$ cat src/rtl/bct_pkg.sv
package bct_pkg;

  typedef enum logic [1:0] {
    ST_UNARMED,
    ST_ARMED,
    ST_WINDOW,
    ST_HIGHQ
  } detState_t;

  typedef struct packed {
    logic runInc;
    logic runClr;
    logic tallyOpen;
    logic tallyOne;
    logic tallyZero;
    logic emit;
  } strobe_t;

  typedef struct packed {
    logic runFull;
    logic voteWin;
    logic limitHit;
  } status_t;

endpackage

$ cat src/rtl/bct_sync.sv
module bct_sync #(
  parameter int STAGES = 2
) (
  input  logic clk,
  input  logic rst_n,
  input  logic dIn,
  output logic dOut
);
  logic [STAGES-1:0] chain;

  generate
    for (genvar i = 0; i < STAGES; i++) begin : g_stage
      if (i == 0) begin : g_first
        always_ff @(posedge clk or negedge rst_n) begin
          if (!rst_n) chain[0] <= 1'b0;
          else        chain[0] <= dIn;
        end
      end else begin : g_next
        always_ff @(posedge clk or negedge rst_n) begin
          if (!rst_n) chain[i] <= 1'b0;
          else        chain[i] <= chain[i-1];
        end
      end
    end
  endgenerate

  assign dOut = chain[STAGES-1];
endmodule

$ cat src/rtl/bct_ctrl.sv
module bct_ctrl
  import bct_pkg::*;
(
  input  logic      clk,
  input  logic      rst_n,
  input  logic      sample,
  input  status_t   stat,
  output strobe_t   strobe,
  output detState_t state
);
  detState_t nextState;

  always_ff @(posedge clk or negedge rst_n) begin
    if (!rst_n) state <= ST_UNARMED;
    else        state <= nextState;
  end

  always_comb begin
    nextState = state;
    strobe    = '0;
    unique case (state)
      ST_UNARMED: begin
        if (sample) begin
          strobe.runClr = 1'b1;
        end else if (stat.runFull) begin
          strobe.runClr = 1'b1;
          nextState     = ST_ARMED;
        end else begin
          strobe.runInc = 1'b1;
        end
      end
      ST_ARMED: begin
        if (sample) begin
          strobe.tallyOpen = 1'b1;
          nextState        = ST_WINDOW;
        end
      end
      ST_WINDOW: begin
        if (sample) begin
          if (stat.voteWin || stat.limitHit) begin
            strobe.emit   = 1'b1;
            strobe.runClr = 1'b1;
            nextState     = ST_HIGHQ;
          end else begin
            strobe.tallyOne = 1'b1;
          end
        end else begin
          strobe.tallyZero = 1'b1;
        end
      end
      ST_HIGHQ: begin
        if (!sample) begin
          strobe.runClr = 1'b1;
        end else if (stat.runFull) begin
          strobe.runClr = 1'b1;
          nextState     = ST_UNARMED;
        end else begin
          strobe.runInc = 1'b1;
        end
      end
      default: nextState = ST_UNARMED;
    endcase
  end
endmodule

$ cat src/rtl/bct_datapath.sv
module bct_datapath
  import bct_pkg::*;
#(
  parameter int STABLE_LEN     = 16,
  parameter int NO_GLITCH_ONES = 32,
  parameter int TALLY_W        = 8,
  parameter int TAG_W          = 32,
  parameter int SYNC_STAGES    = 2
) (
  input  logic             clk,
  input  logic             rst_n,
  input  strobe_t          strobe,
  output status_t          stat,
  output logic             tagValid,
  output logic [TAG_W-1:0] tagData
);
  localparam int RUN_W = $clog2(STABLE_LEN + 1);
  localparam int OR_W  = $clog2(NO_GLITCH_ONES + 1);
  localparam logic [RUN_W:0]       RUN_TARGET = (RUN_W+1)'(STABLE_LEN);
  localparam logic [OR_W:0]        OR_TARGET  = (OR_W+1)'(NO_GLITCH_ONES);
  localparam logic [RUN_W-1:0]     RUN_MAX    = '1;
  localparam logic [OR_W-1:0]      OR_MAX     = '1;
  localparam logic [TALLY_W-1:0]   TALLY_MAX  = '1;
  localparam logic [TAG_W-1:0]     LATENCY    = TAG_W'(SYNC_STAGES);

  logic [RUN_W-1:0]   runCnt;
  logic [OR_W-1:0]    onesRun;
  logic [TALLY_W-1:0] onesTally;
  logic [TALLY_W-1:0] zerosTally;
  logic               seenZero;
  logic [TAG_W-1:0]   cycleCount;

  logic [RUN_W:0]     runNext;
  logic [OR_W:0]      onesRunNext;
  logic [TALLY_W-1:0] onesBump;
  logic [TALLY_W-1:0] zerosBump;

  assign runNext     = {1'b0, runCnt} + {{RUN_W{1'b0}}, 1'b1};
  assign onesRunNext = {1'b0, onesRun} + {{OR_W{1'b0}}, 1'b1};
  assign onesBump    = (onesTally == TALLY_MAX) ? onesTally : onesTally + 1'b1;
  assign zerosBump   = (zerosTally == TALLY_MAX) ? zerosTally : zerosTally + 1'b1;

  assign stat.runFull  = (runNext >= RUN_TARGET);
  assign stat.limitHit = (onesRunNext >= OR_TARGET);
  assign stat.voteWin  = seenZero && (onesBump > zerosTally);

  always_ff @(posedge clk or negedge rst_n) begin
    if (!rst_n) cycleCount <= '0;
    else        cycleCount <= cycleCount + 1'b1;
  end

  always_ff @(posedge clk or negedge rst_n) begin
    if (!rst_n) begin
      runCnt <= '0;
    end else if (strobe.runClr) begin
      runCnt <= '0;
    end else if (strobe.runInc && runCnt != RUN_MAX) begin
      runCnt <= runCnt + 1'b1;
    end
  end

  always_ff @(posedge clk or negedge rst_n) begin
    if (!rst_n) begin
      onesTally  <= '0;
      zerosTally <= '0;
      onesRun    <= '0;
      seenZero   <= 1'b0;
    end else if (strobe.tallyOpen) begin
      onesTally  <= {{(TALLY_W-1){1'b0}}, 1'b1};
      zerosTally <= '0;
      onesRun    <= {{(OR_W-1){1'b0}}, 1'b1};
      seenZero   <= 1'b0;
    end else if (strobe.tallyOne) begin
      onesTally <= onesBump;
      if (onesRun != OR_MAX) onesRun <= onesRun + 1'b1;
    end else if (strobe.tallyZero) begin
      zerosTally <= zerosBump;
      onesRun    <= '0;
      seenZero   <= 1'b1;
    end
  end

  always_ff @(posedge clk or negedge rst_n) begin
    if (!rst_n) begin
      tagValid <= 1'b0;
      tagData  <= '0;
    end else begin
      tagValid <= strobe.emit;
      if (strobe.emit) tagData <= cycleCount - LATENCY;
    end
  end
endmodule

$ cat src/rtl/beat_crossing_tagger.sv
module beat_crossing_tagger
  import bct_pkg::*;
#(
  parameter int STABLE_LEN     = 16,
  parameter int NO_GLITCH_ONES = 32,
  parameter int TALLY_W        = 8,
  parameter int SYNC_STAGES    = 2
) (
  input  logic        clk,
  input  logic        rst_n,
  input  logic        beatIn,
  output logic        tagValid,
  output logic [31:0] tagData
);
  logic      sample;
  strobe_t   strobe;
  status_t   stat;
  detState_t state;

  bct_sync #(.STAGES(SYNC_STAGES)) u_sync (
    .clk  (clk),
    .rst_n(rst_n),
    .dIn  (beatIn),
    .dOut (sample)
  );

  bct_ctrl u_ctrl (
    .clk   (clk),
    .rst_n (rst_n),
    .sample(sample),
    .stat  (stat),
    .strobe(strobe),
    .state (state)
  );

  bct_datapath #(
    .STABLE_LEN    (STABLE_LEN),
    .NO_GLITCH_ONES(NO_GLITCH_ONES),
    .TALLY_W       (TALLY_W),
    .TAG_W         (32),
    .SYNC_STAGES   (SYNC_STAGES)
  ) u_dp (
    .clk     (clk),
    .rst_n   (rst_n),
    .strobe  (strobe),
    .stat    (stat),
    .tagValid(tagValid),
    .tagData (tagData)
  );
endmodule

$ cat config.mk
export PLATFORM = sky130hd
export DESIGN_NAME = beat_crossing_tagger
export DESIGN_NICKNAME = d
export VERILOG_FILES = /design/src/rtl/bct_pkg.sv /design/src/rtl/bct_sync.sv /design/src/rtl/bct_ctrl.sv /design/src/rtl/bct_datapath.sv /design/src/rtl/beat_crossing_tagger.sv
export SDC_FILE = /design/constraint.sdc
export NUM_CORES = 1
export LEC_CHECK = 0
export BUFFER_PORTS_ARGS = -buffer_cell sky130_fd_sc_hd__buf_2
export CELL_PAD_IN_SITES_DETAIL_PLACEMENT = 1
export CELL_PAD_IN_SITES_GLOBAL_PLACEMENT = 1
export CORE_MARGIN = 1
export CORE_UTILIZATION = 51
export DETAILED_ROUTE_END_ITERATION = 10
export PLACE_DENSITY = 0.83
export SLEW_MARGIN = 25
export SYNTH_ARGS = -nofsm -noshare
export SYNTH_HDL_FRONTEND = slang
export SYNTH_SLANG_ARGS = --single-unit
export TNS_END_PERCENT = 100
$ cat constraint.sdc
create_clock -name clk -period 6.5 [get_ports clk]
set_clock_uncertainty 0.1 [all_clocks]
set_input_delay 1.3 -clock clk [delete_from_list [all_inputs] [get_ports clk]]
set_output_delay 1.3 -clock clk [all_outputs]
set_load 0.03 [all_outputs]
# Word-level counts from Yosys, hierarchy flattened
# Index checks and enable logic that the tools add are counted.
[word_totals] word_cells=91 ram_bits=0 reg_bits=97 output_inout_bits=33 latch_bits=0 memories=0 romBits=0
[classes] n_shift=0 mux=40 multipliers=0 n_eq_ne=17 order_cmp=3 bitwise=0 addsub=8 reduce_logical=12 n_div=0
[ops] op="$mux 8" count=7
[ops] op="$add 32x1->32 const B" count=1
[ops] op="$sub 32x2->32 const B" count=1
[ops] op="$mux 6" count=4
[ops] op="$add 8x1->8 const B" count=2
[ops] op="$eq 8x8->1 const B" count=2
[ops] op="$mux 1" count=16
[ops] op="$mux 2" count=7
[ops] op="$ne 2x2->1 const B" count=7
[ops] op="$mux 5" count=2
[ops] op="$gt 8x8->1" count=1
[ops] op="$pmux 2 s4" count=1
[ops] op="$add 6x1->7 const B" count=1
[ops] op="$ge 7x6->1 const B" count=1
[ops] op="$reduce_and 7->1" count=1
[ops] op="$add 5x1->6 const B" count=1
[ops] op="$add 6x1->6 const B" count=1
[ops] op="$ge 6x5->1 const B" count=1
[ops] op="$ne 6x6->1 const B" count=1
[ops] op="$reduce_bool 2->1" count=3
[ops] op="$add 5x1->5 const B" count=1
[ops] op="$ne 5x5->1 const B" count=1
[ops] op="$eq 2x2->1 const B" count=2
[ops] op="$ne 2x1->1 const B" count=2
[ops] op="other kinds (11)" count=13

# Logic depth before layout (Yosys ltp)
[depth] depth_word=11 mapped_depth=14 depth_no_buf=12

# By module
# Synthesis repeated with hierarchy kept, for this count alone.
[hier_totals] cells_unflattened=551 area_unflattened_um2=5318.9
[by_module_without_submodules] module="bct_datapath" n_inst=1 seq_area_each_um2=2327.2 area_each_um2=4951.0 cells_per_inst=512
[by_module_without_submodules] module="bct_ctrl" n_inst=1 seq_area_each_um2=50.0 area_each_um2=317.8 cells_per_inst=37
[by_module_without_submodules] module="bct_sync" n_inst=1 seq_area_each_um2=50.0 area_each_um2=50.0 cells_per_inst=2

# Worst setup path after synthesis
# Ideal clock, no wire load.
[synth_path] path_type="register -> register" from="register u_dp.onesTally[0]" to="register u_dp.onesTally[4]" t_required_ps=6280 slack_ps=3186 arrival_time_ps=3094 path_stages_with_launch=15 n_path_buf=2 synth_period_minus_slack_ps=3314 path_cell_list="dfrtp_1 ha_1 nand3_1 or3_1 clkbuf_1 and3_1 xor2_1 ha_1 nand4_1 o21ai_0 a21oi_1 nor4b_1 buf_2 a21oi_1 a31o_2"
[synth_between] elab_chain_cells=9 word_cells_on_any_way=12
[synth_lines] element="start, declared" line="bct_datapath.sv:28" rtl="logic [TALLY_W-1:0] onesTally;"
[synth_lines] element="start signal, assigned" line="bct_datapath.sv:69" rtl="onesTally <= {{(TALLY_W-1){1'b0}}, 1'b1};"
[synth_lines] element="start signal, assigned" line="bct_datapath.sv:74" rtl="onesTally <= onesBump;"
[synth_lines] element="$add 8x1->8 or $eq 8x8->1 (tied branches)" line="bct_datapath.sv:40" rtl="assign onesBump = (onesTally == TALLY_MAX) ? onesTally : onesTally + 1'b1;"
[synth_lines] element="$mux 8 (*)" line="bct_datapath.sv:40"
[synth_lines] element="$gt 8x8->1" line="bct_datapath.sv:45" rtl="assign stat.voteWin = seenZero && (onesBump > zerosTally);"
[synth_lines] element="$logic_and 1x1->1" line="bct_datapath.sv:45"
[synth_lines] element="$logic_or 1x1->1" line="bct_ctrl.sv:40" rtl="if (stat.voteWin || stat.limitHit) begin"
[synth_lines] element="$mux 1" line="bct_ctrl.sv:40"
[synth_lines] element="$mux 1" line="bct_ctrl.sv:39" rtl="if (sample) begin"
[synth_lines] element="$mux 3" line="bct_ctrl.sv:21" rtl="unique case (state)"
[synth_lines] element="$reduce_bool 2->1 (no source line)"
# Mark *: on every way between the ends. The rest lies on a longest branch, timed or not. The select of a mux whose other input is x is not followed.
# A chain may end at the register's enable or synchronous reset.

# Worst setup path after layout
[layout_path] from="register u_dp.onesTally[0]" to="register u_ctrl.state[1]"
[layout_between] elab_chain_cells=7 word_cells_on_any_way=8
[layout_lines] element="$add 8x1->8 or $eq 8x8->1 (tied branches)" line="bct_datapath.sv:40"
[layout_lines] element="$mux 8 (*)" line="bct_datapath.sv:40"
[layout_lines] element="$gt 8x8->1 (*)" line="bct_datapath.sv:45"
[layout_lines] element="$logic_and 1x1->1 (*)" line="bct_datapath.sv:45"
[layout_lines] element="$logic_or 1x1->1 (*)" line="bct_ctrl.sv:40"
[layout_lines] element="$ne 2x1->1 (no source line) (*)"
[layout_lines] element="$reduce_and 7->1 (no source line) (*)"
[layout_lines] element="end signal, assigned" line="bct_ctrl.sv:15" rtl="else state <= nextState;"
[layout_lines] element="end, declared" line="bct_ctrl.sv:9" rtl="output detState_t state"
# Mark *: on every way between the ends. The rest lies on a longest branch, timed or not.

==> summary.md <==
| Metric | Value |
|---|---|
| Status | finished, final reports clean |
| Hold_buf cts | 0 |
| Tot GR Track Use | 25.0% |
| Worst Setup End Kind | flop |
| P&R area growth vs syn | 8.82% |
| Num ports | 36 |
| Yosys warns | 0 |
| N_diodes | 0 |
| Global route total overflow | 0 |
| Final net count | 581 |
| Via Count | 3924 |
| Post-synth top area share | 46.9% |
| Final hold vios | 0 |
| Seq. cell area | 0.00243 mm² |
| Row cnt | 36 |
| Power Density | 181 mW/mm² |
| Vias per cell | 5.65 |
| Initial core utilization | 52.8% |
| GP Congestion | 0.768 |
| Resize count post-CTS | 0 |
| CTS H-tree depth | 3 |
| Max incr delay on CP | 0.65 ns |
| CP top delay family | simple AND/OR/NAND/NOR gates |
| Largest area contributor in the netlist | dfrtp_1 |
| Final wirelength | 12.0 mm |
| Setup Slack @ Placement | between 2 and 2.5 ns |
| Die Width | 103 µm |
| RSZ-0062 raised after global routing | false |
| CP max-delay cell | a211oi_1 |
| Most used DFF post-synth | dfrtp_1 |
| Vias in the first global route | approximately 4200 |
| Peak VDD IR | between 0.09 and 0.1 mV |
| Dominant cells by area after synthesis | dfrtp_1 (47%), xnor2_1 (7.4%), ha_1 (5.1%) |
| Cell count after synthesis | 535 |
| Seq/Total Area, Yosys | 46.9% |
| Antenna-violating nets left | 0 |
| Crit path top cell by count | ha_1 |
| Number of distinct library cells after synthesis | 55 |
| Worst-path fanout max | 8 |
| CTS tree | built |
| First-pass GRT wire length | 20.2 mm |
| Final setup violating endpoints | 0 |
| First drt pass iteration count | 4 |
| Minimum clock period | 4.10 ns |
| Leak | 2.62 nW |
| Setup TNS | 0 ns |
| Dpl hpwl | between 8 and 9 mm |
| Final critical-path share of the clock period | a little over three fifths |
| Initial antenna violation count | 0 |
| Worst Max-Slew Pin Slew | 0.906 ns |
| Layout cell share with drive strength beyond 1 | between 10 and 15% |
| Worst min-delay path category | reg -> reg |
| CP Data Arrival Time | roughly 4.3 ns |
| CP startpoint kind | flop |
| Syn_nets | between 500 and 600 |
| Max frequency | 0.244 GHz |
| Hold slack | 0.260 ns |
| Initial DRC Count | 113 |
| Crit path cell chain | ha_1, nand3_1, or3_1, nor2b_1, mux2i_1, ha_1, nand4_1, nand2_1, a211oi_1, nor3_1, a21oi_1, mux2_2 |
| Power consumption | about 1.0 mW |
| # Max-Cap Violations | 0 |
| Chip height | 103 µm |
| CTS Buf Count | 9 |
| Number of synthesized flops with an enable pin | 0 |
| Reg clk slew, reported paths | around 0.090 ns |
| Critical path type | reg -> reg |
| Core area | around 0.0098 mm² |
| Worst Path Required | ~6.7 ns |
| Layout Utilization | 57.4% |
| Pin count of the biggest net entering global routing | 65 |
| CTS root buf | clkbuf_8 |
| Async SR Flop Fraction | 100% |
| Slew headroom | 39.1% |
| Fin. max-slew vios | 0 |
| I/O Buffers | 35 |
| Clock Path Buffers | 2 |
| Register bit total from synthesis | 97 |
| DRC Markers | 0 |
| Worst-skew pair later-pin latency | 0.36 ns |
| Syn_area_per_cell | approximately 9.7 µm² |
| Synth Cell Area | 0.00518 mm² |
| Die outline area | 0.0106 mm² |
| Fin worst setup slack | between 2 and 2.5 ns |
| Clock sinks | 97 |
| Buffer and inverter count on the worst path | 0 |
| Post-CTS Setup Inserts | 0 |
| Multi-input combinational cell area | 0.00258 mm² |
| Fillers | approximately 1200 |
| WL/cell | 17.3 µm |
-- through the flow --
step           cell area (µm²)  cells
2_1_floorplan             5180    535
3_3_place_gp              5440    678
3_5_place_dp              5440    678
4_1_cts                   5630    693
5_1_grt                   5640    694
6_report                  5640    694
-- path summary, 6_finish.rpt --
| kind | startpoint | endpoint | slack [ns] | depth (start not counted) |
|---|---|---|---|---|
| setup / recovery | u_dp.onesTally[0] | u_ctrl.state[1] | 2.40 | 12 |
| hold / removal | u_sync.chain[0] | u_sync.dOut | 0.26 | 0 |
| setup reg to reg | u_dp.onesTally[0] | u_ctrl.state[1] | 2.40 | 12 |
| hold reg to reg | u_sync.chain[0] | u_sync.dOut | 0.26 | 0 |
| max in group asynchronous | rst_n | u_dp.tagData[21] | 4.36 | 2 |
| min in group asynchronous | rst_n | u_dp.onesRun[2] | 0.77 | 1 |
-- state kept, by name (all words and copies together), names as in the netlist --
| register | flops |
|---|---|
| u_ctrl.state | 2 |
| u_dp.cycleCount | 32 |
| u_dp.onesRun | 6 |
| u_dp.onesTally | 8 |
| u_dp.runCnt | 5 |
| u_dp.seenZero | 1 |
| u_dp.tagData | 32 |
| u_dp.tagValid | 1 |
| u_dp.zerosTally | 8 |
| u_sync.chain | 1 |
| u_sync.dOut | 1 |
-- cells in the final DEF, fill, tap and decap left out, types with 3 or more instances in the layout --
cell	n
dfrtp_1	97
nand2_1	68
nor2_1	44
xnor2_1	44
o21ai_0	35
buf_2	34
xor2_1	21
ha_1	21
nand3_1	19
inv_1	18
a21oi_1	13
nor3_1	12
and3_1	12
clkbuf_8	12
nand4_1	11
nor2b_1	9
mux2i_1	9
nor4_1	8
mux2_2	5
or3_1	5
and2_1	4
a211o_1	4
o21ai_2	4
buf_4	4
nand2b_1	3
a31oi_1	3
or4_1	3
nand3b_1	3
-- cells in the mapped netlist, drive strengths merged, types with 10 or more instances --
library cell / count
o21ai: 40
nand2: 68
ha: 21
dfrtp: 97
xnor2: 44
clkbuf: 25
a21oi: 13
nand3: 19
inv: 18
xor2: 21
and3: 12
nand4: 11
nor3: 12
nor4: 10
nor2: 44
-- area by class of cell --
class	count	area share [%]
clock buffers	13	3.00
clock inverters	2	0.222
inverters	18	1.20
multi-input cells	392	45.8
flip-flops and latches	97	43.1
well taps	133	2.95
repair buffers	39	3.75
-- cells by family (layout without fill, tap and decap cells) --
| group | count (synthesis) | count (layout) | synth area share (%) |
|---|---|---|---|
| flops | 97 | 97 | 46.9 |
| mux | 14 | 14 | 2.83 |
| compound gates | 76 | 76 | 9.08 |
| simple gates | 216 | 216 | 21.6 |
| xor+xnor | 65 | 65 | 11.0 |
| fa+ha+maj | 21 | 21 | 5.07 |
| buf+inv | 46 | 72 | 3.57 |
-- layer usage --
metal  GRT usage (%)  part of all wire [%]  routed length, µm  vias up
li1                -                     -                  -     1875
met1            29.3                    43               5160     1998
met2            46.1                    54               6480       35
met3            4.34                   1.9                227       16
met4            8.56                   1.4                165        0
met5               0                     0                  0        -
-- worst register-to-register path, stage by stage, from the launching register on --
cell      delay (ns)
dfrtp_1         0.45
ha_1            0.22
nand3_1         0.11
or3_1           0.50
nor2b_1         0.19
mux2i_1         0.24
ha_1            0.33
nand4_1         0.15
nand2_1         0.08
a211oi_1        0.65
nor3_1          0.33
a21oi_1         0.29
mux2_2          0.36
-- power breakdown --
part	leakage (nW)	internal [mW]	switching (mW)
logic	1.19	0.00880	0.0195
clock network	0.0915	0.168	0.206
registers	1.34	0.608	0.00639
Note: power is estimated with default switching activity, not from simulation.
